File: src/rtl/scl_gen_pkg.sv
package scl_gen_pkg;
    // Field positions inside the timing word
    localparam int BASE_LSB = 0;
    localparam int LO_LSB   = 12;
    localparam int HI_LSB   = 16;

    typedef enum logic {
        PH_HIGH = 1'b0,
        PH_LOW  = 1'b1
    } scl_phase_e;
endpackage

File: src/rtl/scl_prescaler.sv
module scl_prescaler #(
    parameter int EXP_W = 4
) (
    input  logic             clk,
    input  logic             rst_n,
    input  logic             run,
    input  logic [EXP_W-1:0] exp_i,
    output logic             tick_o
);
    localparam int CNT_W = (1 << EXP_W) - 1;

    typedef struct packed {
        logic [CNT_W-1:0] cnt;
    } pre_s;

    pre_s             st_d, st_q;
    logic [CNT_W-1:0] limit;

    always_comb begin
        for (int i = 0; i < CNT_W; i++) begin
            limit[i] = (i < int'(exp_i));
        end
        tick_o = run && (st_q.cnt == limit);
        st_d   = st_q;
        if (!run || tick_o) begin
            st_d.cnt = '0;
        end else begin
            st_d.cnt = st_q.cnt + 1'b1;
        end
    end

    always_ff @(posedge clk or negedge rst_n) begin
        if (!rst_n) begin
            st_q <= '0;
        end else begin
            st_q <= st_d;
        end
    end
endmodule

File: src/rtl/scl_phase_seq.sv
module scl_phase_seq
    import scl_gen_pkg::*;
#(
    parameter int PHASE_W = 4
) (
    input  logic               clk,
    input  logic               rst_n,
    input  logic               run,
    input  logic               tick,
    input  logic [PHASE_W-1:0] hi_len,
    input  logic [PHASE_W-1:0] lo_len,
    output logic               level_o,
    output logic               rise_o,
    output logic               fall_o,
    output logic               wrap_o
);
    typedef struct packed {
        scl_phase_e         ph;
        logic [PHASE_W-1:0] cnt;
        logic               rise;
        logic               fall;
    } seq_s;

    seq_s st_d, st_q;
    logic end_hi;

    always_comb begin
        end_hi = run && tick && (st_q.ph == PH_HIGH) && (st_q.cnt == hi_len);
        wrap_o = run && tick && (st_q.ph == PH_LOW) && (st_q.cnt == lo_len);

        st_d      = st_q;
        st_d.rise = 1'b0;
        st_d.fall = 1'b0;
        if (!run) begin
            st_d.ph  = PH_HIGH;
            st_d.cnt = '0;
        end else if (end_hi) begin
            st_d.ph   = PH_LOW;
            st_d.cnt  = '0;
            st_d.fall = 1'b1;
        end else if (wrap_o) begin
            st_d.ph   = PH_HIGH;
            st_d.cnt  = '0;
            st_d.rise = 1'b1;
        end else if (tick) begin
            st_d.cnt = st_q.cnt + 1'b1;
        end

        level_o = (st_q.ph == PH_HIGH);
        rise_o  = st_q.rise;
        fall_o  = st_q.fall;
    end

    always_ff @(posedge clk or negedge rst_n) begin
        if (!rst_n) begin
            st_q <= '{ph: PH_HIGH, cnt: '0, rise: 1'b0, fall: 1'b0};
        end else begin
            st_q <= st_d;
        end
    end
endmodule

File: src/rtl/scl_period_gen.sv
module scl_period_gen
    import scl_gen_pkg::*;
#(
    parameter int PHASE_W = 4,
    parameter int EXP_W   = 4,
    parameter int WORD_W  = 32
) (
    input  logic              clk,
    input  logic              rst_n,
    input  logic              enable,
    input  logic [WORD_W-1:0] timing_word,
    output logic              scl_level,
    output logic              scl_drive_low,
    output logic              rise_stb,
    output logic              fall_stb
);
    typedef struct packed {
        logic [EXP_W-1:0]   base;
        logic [PHASE_W-1:0] hi;
        logic [PHASE_W-1:0] lo;
    } cfg_s;

    cfg_s cfg_d, cfg_q, cfg_new;
    logic tick;
    logic wrap;

    always_comb begin
        cfg_new.base = timing_word[BASE_LSB +: EXP_W];
        cfg_new.hi   = timing_word[HI_LSB +: PHASE_W];
        cfg_new.lo   = timing_word[LO_LSB +: PHASE_W];
        // Load only while idle or on the last edge of a period
        cfg_d = (!enable || wrap) ? cfg_new : cfg_q;
    end

    always_ff @(posedge clk or negedge rst_n) begin
        if (!rst_n) begin
            cfg_q <= '0;
        end else begin
            cfg_q <= cfg_d;
        end
    end

    scl_prescaler #(.EXP_W(EXP_W)) i_prescaler (
        .clk    (clk),
        .rst_n  (rst_n),
        .run    (enable),
        .exp_i  (cfg_q.base),
        .tick_o (tick)
    );

    scl_phase_seq #(.PHASE_W(PHASE_W)) i_phase_seq (
        .clk     (clk),
        .rst_n   (rst_n),
        .run     (enable),
        .tick    (tick),
        .hi_len  (cfg_q.hi),
        .lo_len  (cfg_q.lo),
        .level_o (scl_level),
        .rise_o  (rise_stb),
        .fall_o  (fall_stb),
        .wrap_o  (wrap)
    );

    assign scl_drive_low = ~scl_level;
endmodule

File: config.mk
export PLATFORM = sky130hd
export DESIGN_NAME = scl_period_gen
export DESIGN_NICKNAME = d
export VERILOG_FILES = /design/src/rtl/scl_gen_pkg.sv /design/src/rtl/scl_prescaler.sv /design/src/rtl/scl_phase_seq.sv /design/src/rtl/scl_period_gen.sv
export SDC_FILE = /design/constraint.sdc
export NUM_CORES = 1
export LEC_CHECK = 0
export ABC_CLOCK_PERIOD_IN_PS = 2200
export BUFFER_PORTS_ARGS = -buffer_cell sky130_fd_sc_hd__buf_2
export CAP_MARGIN = 20
export CORE_MARGIN = 2
export CORE_UTILIZATION = 49
export DETAILED_ROUTE_END_ITERATION = 10
export PLACE_DENSITY = 0.84
export SLEW_MARGIN = 20
export SYNTH_ARGS = -nofsm -noshare
export SYNTH_HDL_FRONTEND = slang
export SYNTH_SLANG_ARGS = --single-unit
File: constraint.sdc
create_clock -name clk -period 2.2 [get_ports clk]
set_clock_uncertainty 0.15 [all_clocks]
set_input_delay 0.44 -clock clk [delete_from_list [all_inputs] [get_ports clk]]
set_output_delay 0.44 -clock clk [all_outputs]
set_load 0.01 [all_outputs]
### Word-level counts from Yosys, hierarchy flattened

Index checks and enable logic that the tools add are counted.

* add/sub/neg operators: 2
* order comparisons: 15
* equal/unequal tests: 5
* mux-type cells: 10
* bitwise gates (word level): 1
* reductions and logical operators: 9

Operator list (number)
* $lt 4x4->1 const A: 7
* $lt 3x4->1 const A: 4
* $add 15x1->15 const B: 1
* $eq 15x15->1: 1
* $mux 15: 1
* $mux 5: 2
* $eq 4x4->1: 2
* $lt 1x4->1 const A: 2
* $lt 2x4->1 const A: 2
* $mux 4: 2
* $logic_and 1x1->1: 6
* $add 4x1->4 const B: 1
* $mux 1: 4
* $ne 4x1->1 const B: 1
* $ne 3x1->1 const B: 1
* $logic_or 1x1->1: 2
* $mux 2: 1
* $logic_not 1->1: 1
* $not 1->1: 1

* register bits: 34
* output and inout port bits: 4

### Logic depth before layout (Yosys ltp)

* word-level depth: 9
* depth in mapped cells: 8

### Modules after synthesis

Synthesis repeated with hierarchy kept, for this count alone.

* cells, all modules: 210
* area, all modules: 2118.3 µm²

Modules (own cells, without submodules)
* scl_prescaler: times used 1, cells each 147, area an instance 1208.7 µm², seq. area each 375.4 µm²
* scl_period_gen: times used 1, cells each 27, area an instance 501.7 µm², seq. area each 300.3 µm²
* scl_phase_seq: times used 1, cells each 36, area an instance 407.9 µm², seq. area each 175.2 µm²

### Least setup slack after synthesis

No wires, ideal clock.

* kind: register to register
* start: register cfg_q[10] (netlist bit)
* end: register cfg_q[10] (netlist bit)
* arrival: 2.060 ns
* data required time: 1.925 ns
* slack: -0.135 ns
* cell stages (with the launch flop): 9
* period minus slack after synthesis: 2.335 ns
* cell sequence: dfrtp_1 > buf_6 > nand3b_1 > a2111oi_2 > nor2_1 > a211oi_4 > a31o_4 > buf_12 > mux2_4

* cells in the longest elaborated chain, start to end: 7
* elaborated cells on any way between the ends: 21
* those cells by class: order compare (15); eq/ne (1); reduce/logical (5)

RTL lines
* start, declared: RTL line scl_period_gen.sv:23 `cfg_s cfg_d, cfg_q, cfg_new;`
* start signal, assigned: RTL line scl_period_gen.sv:39 `cfg_q <= cfg_d;`
* $lt 1x4->1, or another cell as far along: RTL line scl_prescaler.sv:21 `limit[i] = (i < int'(exp_i));`
* $eq 15x15->1 *: RTL line scl_prescaler.sv:23 `tick_o = run && (st_q.cnt == limit);`
* $logic_and 1x1->1 *: RTL line scl_prescaler.sv:23
* $logic_and 1x1->1 * (3 in a row): RTL line scl_phase_seq.sv:29 `wrap_o = run && tick && (st_q.ph == PH_LOW) && (st_q.cnt == lo_len);`
* $logic_or 1x1->1 *: RTL line scl_period_gen.sv:32 `cfg_d = (!enable || wrap) ? cfg_new : cfg_q;`

Every way passes the cells marked *; elsewhere a longest branch is shown, timed or not.
A chain may end at the register's enable or synchronous reset.

### Worst setup path after layout

* start: register cfg_q[10] (netlist bit)
* end: register i_phase_seq.st_q[5] (netlist bit)

* cells in the longest elaborated chain, start to end: 9
* elaborated cells on any way between the ends: 26
* those cells by class: order compare (15); eq/ne (2); mux (3); reduce/logical (6)

RTL lines
* $lt 1x4->1, or another cell as far along: RTL line scl_prescaler.sv:21
* $eq 15x15->1 *: RTL line scl_prescaler.sv:23
* $logic_and 1x1->1 *: RTL line scl_prescaler.sv:23
* $logic_and 1x1->1: RTL line scl_phase_seq.sv:28, scl_phase_seq.sv:29
* $logic_and 1x1->1 (2 in a row): RTL line scl_phase_seq.sv:29
* $mux 4: RTL line scl_phase_seq.sv:41 `end else if (wrap_o) begin`
* $mux 5: RTL line scl_phase_seq.sv:37 `end else if (end_hi) begin`
* $mux 5: RTL line scl_phase_seq.sv:34 `if (!run) begin`
* end signal, assigned: RTL line scl_phase_seq.sv:56 `st_q <= '{ph: PH_HIGH, cnt: '0, rise: 1'b0, fall: 1'b0};`
* end signal, assigned: RTL line scl_phase_seq.sv:58 `st_q <= st_d;`
* end, declared: RTL line scl_phase_seq.sv:24 `seq_s st_d, st_q;`

Marks and branches as above.

==> metrics.cfg <==
[placed_design]
gp_congestion = 0.848
dp_slack_ps = -231
numPortBuffers = 18
post-dp-hpwl_um = 3060

[final_layout]
seqCellArea_sq_um = 852
fillers = 297
n_antenna_cell = 0
mostFrequentLayoutCell = buf_4
final_cell_mix = buf_4, dfrtp_1, nor2_1
multi_input_area_sq_um = 1160
synthToLayoutAreaGrowth_pct = 29.5
nets = 293
drive_gt1_frac = 0.379
fin_util = 0.654

[sta]
hold_violations = 0
min_period_over_period = 1.11
max_freq_mhz = 410
period_needed_ps = 2440
worst_slew_pin_slew_ps = 759
timing.final.ws_setup_ps = -241
setup_viol = 34
maxSlewHeadroom = 0.494
rsz0062_at_grt = true
maxSlewViolCount = 0
whs_ps = 68.6

[clock_network]
numCtsBuffers = 5
clk_path_buf_depth = 2
clk_latency_ps = 290
hold_buffers = 0
cts_tree = built
htree_levels = 2
cts_sinks = 34
clk_pin_slew_ps = 70
root_buffer = clkbuf_8

[critical_path]
critPathTopFamily = compound AO/OA/AOI/OAI gates
path_class = flop to flop
cp-end-kind = flop
worst-endpoint-arrival_ps = 2470
required_ps = 2230
crit_start = cfg_q[10]
worst-path-buf-inv = 2
start_kind = flop
slowest_stage = dfrtp_1
crit_path_max_fanout = 13
ff2ff_setup_slack_ps = -240
r2r-start = cfg_q[10]
crit_top_cell = a211o_1
worstPathCellList = buf_12, nand3b_1, a2111oi_4, nor2_2, buf_4, a211o_1, a211o_1, a32o_1
max_stage_delay_ps = 430

[grt]
grt_max_degree = 35
gr-usage-all-layers = 0.240
grt_overflow = 0
grt_pass1_vias = 1761
grt_pass1_wl_um = 8220
antenna_found_initial = 0

[detailed_routing]
wirelength_um = 5190
vias = 1773
firstDrtPassIters = 4
ant_nets = 0
wl_per_cell_um = 17.0
drc_errors = 0
viasPerCell = 5.79
drt_iter0_markers = 144

[worst_hold_path]
hp-class = input port to asynchronous set/reset pin

[die]
start_util = 0.505
fp.dieArea_sq_um = 4620
fp.coreArea_sq_um = 3970
num_rows = 23
die_h_um = 68.0
die_w_um = 68.0
ios = 39

[synthesis]
yosys.area.top_type_share = 0.424
synthTopCellsByArea = dfrtp_1, mux2_4, xnor2_1, nor2_1, xor2_1
ys.flop_type = dfrtp_1
avgSynthCellArea_sq_um = 10.1
synth_top_family_by_area = simple AND/OR/NAND/NOR gates
synth_xor_area_frac = 0.100
yosys_warnings = 0
postSynth.asyncResetShare = 1.00
synthesis.nets = 236
yosysSeqAreaShare = 0.424
yosysUniqueCellTypes = 42
synth_cells = 199
netlist_area_sq_um = 2000
synth_fa_ha_area_frac = 0.0125
synthSimpleGateAreaFrac = 0.220
synth_area_leader_cell = dfrtp_1
synth_edf_count = 0
ys_seq_elements = 34
muxShareOfSynthArea = 0.0843
synth_compound_area_frac = 0.113

[pwr]
clock_power_share = 0.312
peakVddDrop_mv = 0.435
combPwrFrac = 0.200
power.density_nw_per_um2 = 542
switching_share = 0.278
p_leak_nw = 1.16
power_frac_seq = 0.488
power.internal_mw = 1.02
power.net_switching_uw = 391

[run_status]
status = finished with violations
violations = negative setup slack

[job]
cap_violations = 0

-- final timing paths --
kind / depth (start not counted) / end
min reg2reg: 1 / cfg_q[2]
max in group asynchronous: 1 / cfg_q[11]
max: 8 / i_phase_seq.st_q[5]
min in group clk: 2 / cfg_q[7]
max reg2reg: 8 / i_phase_seq.st_q[5]
min: 1 / i_prescaler.st_q[5]
-- cell families (layout without fill, tap and decap cells) --
family / Yosys count / count (layout)
AND/OR/NAND/NOR: 86 / 86
XOR/XNOR: 23 / 23
flip-flops: 34 / 34
AO/OA/AOI/OAI: 27 / 28
buffers and inverters: 15 / 71
adder cells (fa/ha/maj): 2 / 2
multiplexers: 12 / 12
-- metrics by stage --
step	TNS, ps	power [mW]	cell area, sq um	std cells
after floorplan	-1110	0.840	2000	199
after global placement	-2150	0.926	2350	291
after detailed placement	-2620	0.935	2350	291
after CTS	-2090	1.39	2520	303
after global routing	-9010	1.47	2600	306
final	-5920	1.41	2600	306
-- cells in the mapped netlist, drive strengths merged, types with 4 or more instances --
cell     n
a21oi    7
and2     5
and3     5
buf      7
dfrtp   34
inv      5
mux2    12
nand2   11
nand2b   4
nand3   11
nand4    4
nor2    29
nor3     6
o21ai    4
xnor2   15
xor2     8
-- state kept, by name, summed over array words and instances (netlist names) --
| name | cells |
|---|---|
| i_phase_seq.fall_o | 1 |
| cfg_q | 12 |
| i_phase_seq.st_q | 5 |
| i_phase_seq.rise_o | 1 |
| i_prescaler.st_q | 15 |
-- power by group through the flow --
stage / clock network (mW) / registers, mW / logic (mW)
after detailed placement: 0 / 0.694 / 0.241
final: 0.439 / 0.687 / 0.282
after floorplan: 0 / 0.683 / 0.157
after CTS: 0.444 / 0.684 / 0.260
after global placement: 0 / 0.692 / 0.234
after global routing: 0.474 / 0.690 / 0.303
-- layout make-up --
| type | count | area share |
|---|---|---|
| clock buffers | 5 | 0.0265 |
| clock inverters | 2 | 0.00386 |
| inverters | 5 | 0.00723 |
| multi-input cells | 151 | 0.446 |
| flip-flops and latches | 34 | 0.328 |
| well taps | 50 | 0.0241 |
| repair buffers | 59 | 0.164 |
-- per-layer routing --
layer	wire (um)	track usage
met1	2140	0.299
met2	2580	0.386
met3	299	0.0691
met4	176	0.110
met5	0	0
-- what timing repair did --
action,CTS,global route
pin swaps,9,2
endpoints found under the setup margin,29,34
resized for setup,11,9
setup buffers,4,3
cloned,1,0
No activity file was read; power rests on OpenSTA's default activity.
